--- src/rtl/prf_pkg.sv ---
package prf_pkg;

    // Controller states of the completer
    typedef enum logic [1:0] {
        ST_IDLE  = 2'd0,
        ST_WAIT  = 2'd1,
        ST_READY = 2'd2
    } prf_state_e;

endpackage

--- src/rtl/prf_ctrl.sv ---
module prf_ctrl
    import prf_pkg::*;
#(
    parameter int ADDR_W      = 12,
    parameter int WAIT_STATES = 0
) (
    input  logic              clk,
    input  logic              rstn,
    input  logic              psel,
    input  logic              penable,
    input  logic              pwrite,
    input  logic [ADDR_W-1:0] paddr,
    output prf_state_e        state_o,
    output logic [ADDR_W-1:0] cap_addr_o,
    output logic              cap_wr_o,
    output logic              pready_o,
    output logic              wr_en_o,
    output logic              rd_load_o,
    output logic [ADDR_W-1:0] rd_addr_o
);

    localparam int CNT_W    = (WAIT_STATES < 2) ? 1 : $clog2(WAIT_STATES);
    localparam int CNT_LOAD = (WAIT_STATES > 0) ? WAIT_STATES - 1 : 0;
    localparam bit NO_WAIT  = (WAIT_STATES == 0);

    prf_state_e        state_q, state_d;
    logic [CNT_W-1:0]  cnt_q;
    logic [ADDR_W-1:0] cap_addr_q;
    logic              cap_wr_q;
    logic              setup_seen;
    logic              ready_st;

    assign setup_seen = psel && !penable;

    // Next-state selection
    always_comb begin
        state_d = state_q;
        unique case (state_q)
            ST_IDLE: begin
                if (setup_seen) begin
                    state_d = NO_WAIT ? ST_READY : ST_WAIT;
                end
            end
            ST_WAIT: begin
                if (!psel) begin
                    state_d = ST_IDLE;
                end else if (cnt_q == '0) begin
                    state_d = ST_READY;
                end
            end
            ST_READY: begin
                state_d = ST_IDLE;
            end
            default: state_d = ST_IDLE;
        endcase
    end

    // State register, wait counter and request capture
    always_ff @(posedge clk or negedge rstn) begin
        if (!rstn) begin
            state_q    <= ST_IDLE;
            cnt_q      <= '0;
            cap_addr_q <= '0;
            cap_wr_q   <= 1'b0;
        end else begin
            state_q <= state_d;
            if (state_q == ST_IDLE && setup_seen) begin
                cap_addr_q <= paddr;
                cap_wr_q   <= pwrite;
                cnt_q      <= CNT_W'(CNT_LOAD);
            end else if (state_q == ST_WAIT && cnt_q != '0) begin
                cnt_q <= cnt_q - 1'b1;
            end
        end
    end

    // Per-state outputs
    always_comb begin
        wr_en_o   = 1'b0;
        rd_load_o = 1'b0;
        rd_addr_o = cap_addr_q;
        ready_st  = 1'b0;
        unique case (state_q)
            ST_IDLE: begin
                // prefetch straight from the bus when no wait states are used
                rd_addr_o = paddr;
                rd_load_o = NO_WAIT && setup_seen && !pwrite;
            end
            ST_WAIT: begin
                rd_load_o = psel && (cnt_q == '0) && !cap_wr_q;
            end
            ST_READY: begin
                ready_st = 1'b1;
                wr_en_o  = psel && penable && cap_wr_q;
            end
            default: begin
                ready_st = 1'b0;
            end
        endcase
    end

    generate
        if (WAIT_STATES == 0) begin : g_zero_wait
            assign pready_o = 1'b1;
        end else begin : g_wait
            assign pready_o = ready_st;
        end
    endgenerate

    assign state_o    = state_q;
    assign cap_addr_o = cap_addr_q;
    assign cap_wr_o   = cap_wr_q;

endmodule

--- src/rtl/prf_regbank.sv ---
module prf_regbank #(
    parameter int DATA_W   = 32,
    parameter int NUM_REGS = 16,
    parameter int ADDR_W   = 12
) (
    input  logic              clk,
    input  logic              rstn,
    input  logic [ADDR_W-1:0] rd_addr,
    input  logic              rd_load,
    input  logic [ADDR_W-1:0] wr_addr,
    input  logic              wr_en,
    input  logic [DATA_W-1:0] wr_data,
    output logic [DATA_W-1:0] rd_data
);

    localparam int IDX_W   = (NUM_REGS > 1) ? $clog2(NUM_REGS) : 1;
    localparam int IDX_LSB = 2;
    localparam int TOP_LSB = IDX_W + IDX_LSB;

    logic [DATA_W-1:0] regs [NUM_REGS];
    logic [IDX_W-1:0]  rd_idx, wr_idx;
    logic              rd_hit, wr_hit;
    logic [DATA_W-1:0] rd_value;
    logic [DATA_W-1:0] rd_q;

    function automatic logic in_bank(input logic [ADDR_W-1:0] a);
        return (a[ADDR_W-1:TOP_LSB] == '0) &&
               (int'(a[TOP_LSB-1:IDX_LSB]) < NUM_REGS);
    endfunction

    assign rd_idx = rd_addr[TOP_LSB-1:IDX_LSB];
    assign wr_idx = wr_addr[TOP_LSB-1:IDX_LSB];
    assign rd_hit = in_bank(rd_addr);
    assign wr_hit = in_bank(wr_addr);

    generate
        for (genvar g = 0; g < NUM_REGS; g++) begin : g_reg
            always_ff @(posedge clk or negedge rstn) begin
                if (!rstn) begin
                    regs[g] <= '0;
                end else if (wr_en && wr_hit && wr_idx == IDX_W'(g)) begin
                    regs[g] <= wr_data;
                end
            end
        end
    endgenerate

    always_comb begin
        rd_value = '0;
        if (rd_hit) begin
            rd_value = regs[rd_idx];
        end
    end

    always_ff @(posedge clk or negedge rstn) begin
        if (!rstn) begin
            rd_q <= '0;
        end else if (rd_load) begin
            rd_q <= rd_value;
        end
    end

    assign rd_data = rd_q;

endmodule

--- src/rtl/apb_prefetch_regs.sv ---
module apb_prefetch_regs
    import prf_pkg::*;
#(
    parameter int DATA_W      = 32,
    parameter int NUM_REGS    = 16,
    parameter int ADDR_W      = 12,
    parameter int WAIT_STATES = 0
) (
    input  logic              pclk,
    input  logic              presetn,
    input  logic              psel,
    input  logic              penable,
    input  logic              pwrite,
    input  logic [ADDR_W-1:0] paddr,
    input  logic [DATA_W-1:0] pwdata,
    output logic [DATA_W-1:0] prdata,
    output logic              pready,
    output logic              pslverr
);

    prf_state_e        state;
    logic [ADDR_W-1:0] cap_addr;
    logic              cap_wr;
    logic              wr_en;
    logic              rd_load;
    logic [ADDR_W-1:0] rd_addr;

    prf_ctrl #(
        .ADDR_W      (ADDR_W),
        .WAIT_STATES (WAIT_STATES)
    ) ctrl_i (
        .clk        (pclk),
        .rstn       (presetn),
        .psel       (psel),
        .penable    (penable),
        .pwrite     (pwrite),
        .paddr      (paddr),
        .state_o    (state),
        .cap_addr_o (cap_addr),
        .cap_wr_o   (cap_wr),
        .pready_o   (pready),
        .wr_en_o    (wr_en),
        .rd_load_o  (rd_load),
        .rd_addr_o  (rd_addr)
    );

    prf_regbank #(
        .DATA_W   (DATA_W),
        .NUM_REGS (NUM_REGS),
        .ADDR_W   (ADDR_W)
    ) bank_i (
        .clk     (pclk),
        .rstn    (presetn),
        .rd_addr (rd_addr),
        .rd_load (rd_load),
        .wr_addr (cap_addr),
        .wr_en   (wr_en),
        .wr_data (pwdata),
        .rd_data (prdata)
    );

    assign pslverr = 1'b0;

endmodule

--- config.mk ---
export PLATFORM = sky130hd
export DESIGN_NAME = apb_prefetch_regs
export DESIGN_NICKNAME = d
export VERILOG_FILES = /design/src/rtl/prf_pkg.sv /design/src/rtl/prf_ctrl.sv /design/src/rtl/prf_regbank.sv /design/src/rtl/apb_prefetch_regs.sv
export SDC_FILE = /design/constraint.sdc
export NUM_CORES = 1
export LEC_CHECK = 0
export CORE_MARGIN = 10
export CORE_UTILIZATION = 45
export CTS_CLUSTER_DIAMETER = 200
export DETAILED_ROUTE_END_ITERATION = 12
export MAX_ROUTING_LAYER = met4
export PLACE_DENSITY = 0.7
export SYNTH_ARGS = -nofsm -noshare
export SYNTH_HDL_FRONTEND = slang
export SYNTH_HIERARCHICAL = 1
export SYNTH_SLANG_ARGS = --single-unit
--- constraint.sdc ---
create_clock -name pclk -period 2.65 [get_ports pclk]
set_input_delay 0.53 -clock pclk [delete_from_list [all_inputs] [get_ports pclk]]
set_output_delay 0.53 -clock pclk [all_outputs]
set_load 0.05 [all_outputs]
==> impl_metrics.yaml, run 1 <==
finish:
  drive_gt1_share_pct: 50.00
  fin_nets: 1696
  stdcell_area_mm2: 0.02960
  fillCellCount: 4473
  area_growth_pct: 17.16
  layout_commonest_cell: "dfrtp_1"
  ff_latch_area_mm2: 0.01391
  multi_input_area_mm2: 0.01067
  final_cell_mix: "dfrtp_1, mux2_2, mux4_2"
  fin_cells: 2449
  postLayoutCoreUtil_pct: 53.51
critical_path:
  regToRegSetupSlack_ns: 0.43
  crit_buf_inv: 1
  worstSetupPathType: "reg2out"
  cp.required_ns: 2.12
  slowest_delay_ns: 0.86
  crit_start: "bank_i/rd_data[31]"
  cp.depth: 1
  critPathMaxFanout: 2
  r2r_cells: 6
  crit_end: "prdata[31]"
  critical_path.slowest_cell: "clkdlybuf4s50_1"
  cp_cell_sequence: "clkdlybuf4s50_1"
  critPathCaptureType: "output port"
  reg2reg_to: "bank_i/rd_data[24]"
  start_kind: "flip-flop"
  cp_data_arrival_time_ns: 1.94
  rr_startpoint: "ctrl_i/state_o[1]"
  critPathTopFamily: "buffers and inverters"
power:
  power_mw: 18.43
  p_leak_nw: 14.33
  ir_drop_mv: 0.4941
  pwr_density_cell_mw_per_mm2: 622.7
global_route:
  antenna_found_initial: 4
  grt_pass1_vias: 15750
  grt_usage_pct: 18.69
  grt_max_degree: 92
  grt-ovfl-total: 0
  grt_first_pass_wirelength_um: 94020
die:
  start_util_pct: 45.68
  pin_count: 83
  dieArea_mm2: 0.06602
  num_rows: 86
  design.core.area_mm2: 0.05531
  dieWidth_um: 256.9
  dieHeight_um: 256.9
sta:
  worstMarginPinSlew_ns: 0.7724
  whs_ns: 0.4733
  rsz0062_at_grt: "no"
  finClkSkew_ns: 0.01713
  setup-violations-final: 0
  hold_violations: 0
  slew_headroom_pct: 48.40
  period_needed_ns: 2.467
  drv_slew: 0
  finalCritPeriodShare_pct: 93.09
  fmax_ghz: 0.4054
placed_design:
  port_buffers: 78
  hpwl_um: 36120
  post_dp_cell_area_mm2: 0.02752
  dp.cells: 2334
  place_congestion: 0.7482
drt:
  ant_nets: 0
  wl_met1_um: 24970
  num_vias: 14100
  avgRoutedWirePerCell_um: 24.38
  drtPass1Iterations: 4
  drt-initial-drc-count: 695
  routed.top_layer: "met4"
  wl_met2_um: 30770
  route.detailed.drc: 0
  drt-vias-per-instance: 5.757
  wl_um: 59710
  route.met3.wl_um: 2682
synthesis:
  syn_area_mm2: 0.02526
  synth_cells: 1558
  syn_nets: 1607
  yosys_warnings: 6
  avgSynthCellArea_um2: 16.22
clock_network:
  cts.reportedPaths.clkPinSlew_ns: 0.06
  tritoncts: "done"
  ctsHtreeMaxLevel: 2
  cts_made_buffers: 58
  cts-root-buf: "clkbuf_16"
  cts_setup_buffers: 0
  clock_latency_ns: 0.61
  clk_path_buf_depth: 3
  cts.sinks: 556
  cts.repair.resized: 0
run_status:
  outcome: "finished, final reports clean"
worst_hold_path:
  hp-class: "in2async"
job:
  max_cap_viol_count: 0
[power by group]
group          switching, mW  total (mW)  internal, mW
registers             0.0551        8.61          8.55
clock network           3.35        8.57          5.22
logic                  0.757        1.26         0.499
[layout make-up]
type	instances	share of cell area, %
sequential	556	47.01
multi-input combinational	856	36.06
timing repair buffer	175	6.772
clock buffer	96	6.379
tap	748	3.162
clock inverter	13	0.5792
antenna	5	0.04227
[timing repair]
action                                  in CTS  in global routing
endpoints found under the setup margin       0                  0
endpoints found under the hold margin       45                  0
hold buffers                                 1                  0
[stage by stage]
stage                     TNS [ns]  setup WS [ns]
after global placement    -0.01400      -0.004235
after global routing             0         0.1400
after CTS                        0         0.1469
final                            0         0.1830
after detailed placement   -0.2217       -0.03991
after floorplan                  0         0.2073
[worst reg2reg max path, stage by stage, from the launching register on]
cell and delay [ns]:
dfrtp_1 0.36, buf_4 0.20, mux2_8 0.39, buf_12 0.21, mux4_2 0.52, mux2i_1 0.26, o2111ai_1 0.15
[how the worst min path moves through the flow]
stage	slack [ns]	end	cells past startpoint
2_1_floorplan	0.23	bank_i/rd_data[0]	0
3_3_place_gp	0.47	bank_i/regs[309]	1
3_5_place_dp	0.48	bank_i/regs[307]	1
4_1_cts	0.46	bank_i/regs[313]	2
5_1_grt	0.49	bank_i/regs[313]	2
6_report	0.47	bank_i/regs[345]	2
[routing by layer]
layer / up-vias / global-route usage, %
met5: - / -
met4: 0 / 5.226
met3: 89 / 3.396
met2: 258 / 31.67
met1: 7670 / 22.66
li1: 6083 / -
[sequential cells by signal, indices dropped and copies added, names as in the netlist]
register / flops
bank_i/rd_data: 32
bank_i/regs: 512
ctrl_i/cap_addr_o: 10
ctrl_i/cap_wr_o: 1
ctrl_i/state_o: 1
(Power assumes the default switching activity.)
==> run 2: changes to the inputs <==
--- a/config.mk
+++ b/config.mk
@@ -5,7 +5,7 @@
 export SDC_FILE = /design/constraint.sdc
 export NUM_CORES = 1
 export LEC_CHECK = 0
-export CORE_MARGIN = 10
+export CORE_MARGIN = 4
 export CORE_UTILIZATION = 45
 export CTS_CLUSTER_DIAMETER = 200
 export DETAILED_ROUTE_END_ITERATION = 12
==> impl_metrics.yaml, run 2 (synthesized netlist as in run 1, its figures left out) <==
sta:
  finClkSkew_ns: 0.009180
  rsz0062_at_grt: "no"
  fmax_ghz: 0.4101
  drv_slew: 0
  period_needed_ns: 2.438
  setup-violations-final: 0
  worstMarginPinSlew_ns: 0.7425
  slew_headroom_pct: 50.40
  finalCritPeriodShare_pct: 92.01
  fin_ws_ns: 0.2117
  hold_violations: 0
die:
  dieWidth_um: 244.9
  num_rows: 86
  dieArea_mm2: 0.06000
  design.core.area_mm2: 0.05531
  dieHeight_um: 244.9
  start_util_pct: 45.68
  pin_count: 83
global_route:
  grt_first_pass_wirelength_um: 92090
  grt_pass1_vias: 15380
  antenna_found_initial: 4
  grt-ovfl-total: 0
  grt_usage_pct: 20.42
  grt_max_degree: 93
run_status:
  outcome: "finished, final reports clean"
finish:
  final_cell_mix: "dfrtp_1, mux2_2, mux4_2"
  area_growth_pct: 16.52
  fin_cells: 2435
  layout_commonest_cell: "dfrtp_1"
  drive_gt1_share_pct: 49.32
  largest_reg_flops: 512
  fin_nets: 1691
  regMostFlops: "bank_i/regs"
placed_design:
  hpwl_um: 35160
  port_buffers: 78
  pre_cts_slack_ns: -0.05441
  dp.cells: 2331
  place_congestion: 0.7357
critical_path:
  critPathMaxFanout: 19
  start_kind: "flip-flop"
  cp_data_arrival_time_ns: 2.95
  worstSetupPathType: "reg2reg"
  critPathCaptureType: "flip-flop"
  cp.required_ns: 3.16
clock_network:
  tritoncts: "done"
  cts.reportedPaths.clkPinSlew_ns: 0.06
  cts-root-buf: "clkbuf_16"
  clock_latency_ns: 0.60
  cts_made_buffers: 56
  cts.repair.resized: 0
  ctsHtreeMaxLevel: 2
  clk_path_buf_depth: 3
  cts.sinks: 556
  cts_setup_buffers: 0
drt:
  route.detailed.drc: 0
  num_vias: 14130
  drt-vias-per-instance: 5.801
  drt-initial-drc-count: 692
  ant_nets: 0
  wl_um: 58760
  avgRoutedWirePerCell_um: 24.13
  drtPass1Iterations: 5
power:
  pwr_density_cell_mw_per_mm2: 598.9
  p_sw_mw: 4.012
  p_leak_nw: 14.22
  pwr-share-comb_pct: 7.2
  pwr-share-clk_pct: 43.9
  p_int_mw: 13.62
  power_mw: 17.63
  ir_drop_mv: 0.4420
  pwr-share-seq_pct: 48.8
  swShare_pct: 22.76
job:
  max_cap_viol_count: 0
worst_hold_path:
  hp-class: "in2async"
-- run 2: area by class of cell --
cell class	instances	area [um2]
Multi-Input combinational cell	856	10670
Timing Repair Buffer	172	2107
Tap cell	748	935.9
Antenna cell	4	10.01
Clock inverter	10	102.6
Sequential cell	556	13910
Clock buffer	89	1697
Fill cell	4431	25870
-- run 2: routing by layer --
layer	up-vias	track usage [%]	routed length (um)
met5	-	-	0
met4	0	4.967	1196
met3	85	2.917	1931
met2	224	34.12	30040
met1	7728	26.74	25600
li1	6088	-	-
-- run 2: power groups by stage --
| stage | Clock, mW | Sequential [mW] | Combinational (mW) |
|---|---|---|---|
| after global placement | 0 | 8.76 | 1.27 |
| after CTS | 7.91 | 8.61 | 1.30 |
| final | 7.74 | 8.61 | 1.27 |
| after detailed placement | 0 | 8.76 | 1.30 |
| after global routing | 8.26 | 8.61 | 1.38 |
| after floorplan | 0 | 8.74 | 0.676 |
-- run 2: worst paths after layout --
| check | from | end | slack [ns] | cells after the start |
|---|---|---|---|---|
| max | ctrl_i/state_o[1] | bank_i/rd_data[9] | 0.21 | 6 |
| min | presetn | bank_i/regs[505] | 0.45 | 2 |
| min reg2reg | bank_i/regs[307] | bank_i/regs[307] | 0.49 | 1 |
| max in group asynchronous | presetn | bank_i/regs[401] | 1.30 | 3 |
| max reg2reg | ctrl_i/state_o[1] | bank_i/rd_data[9] | 0.21 | 6 |
| min in group pclk | bank_i/regs[307] | bank_i/regs[307] | 0.49 | 1 |
-- run 2: timing repair --
action / CTS / global route
setup endpoints to repair: 0 / 0
endpoints found under the hold margin: 38 / 0
hold buffers: 1 / 0
-- run 2: stage by stage --
step / util [%] / instance area (um2) / TNS [ns] / hold slack, ns
2_1_floorplan: - / 25260 / 0 / 0.2344
5_1_grt: 53.22 / 29440 / 0 / 0.4795
4_1_cts: 53.21 / 29430 / 0 / 0.4434
6_report: 53.22 / 29440 / 0 / 0.4535
3_3_place_gp: 49.93 / 27620 / -0.1491 / 0.4680
3_5_place_dp: 49.93 / 27620 / -4.900 / 0.4754
-- run 2: worst max-delay path: stages, from the launching register on --
cell and delay [ns]:
dfrtp_1 0.64, buf_4 0.23, mux2_2 0.35, nor4_1 0.44
nand2_2 0.14, buf_4 0.29, o2111ai_1 0.24
==> run 3: changes to the inputs <==
==> constraint.sdc (replaced) <==
create_clock -name pclk -period 2.65 [get_ports pclk]
set_input_delay 0.53 -clock pclk [delete_from_list [all_inputs] [get_ports pclk]]
set_output_delay 0.53 -clock pclk [all_outputs]
set_load 0.005 [all_outputs]
==> results of run 3 <==
The final DEF is identical to that of run 2. Status: finished, final reports clean.
Among the figures that moved: total power 17.63 mW -> 17.62 mW
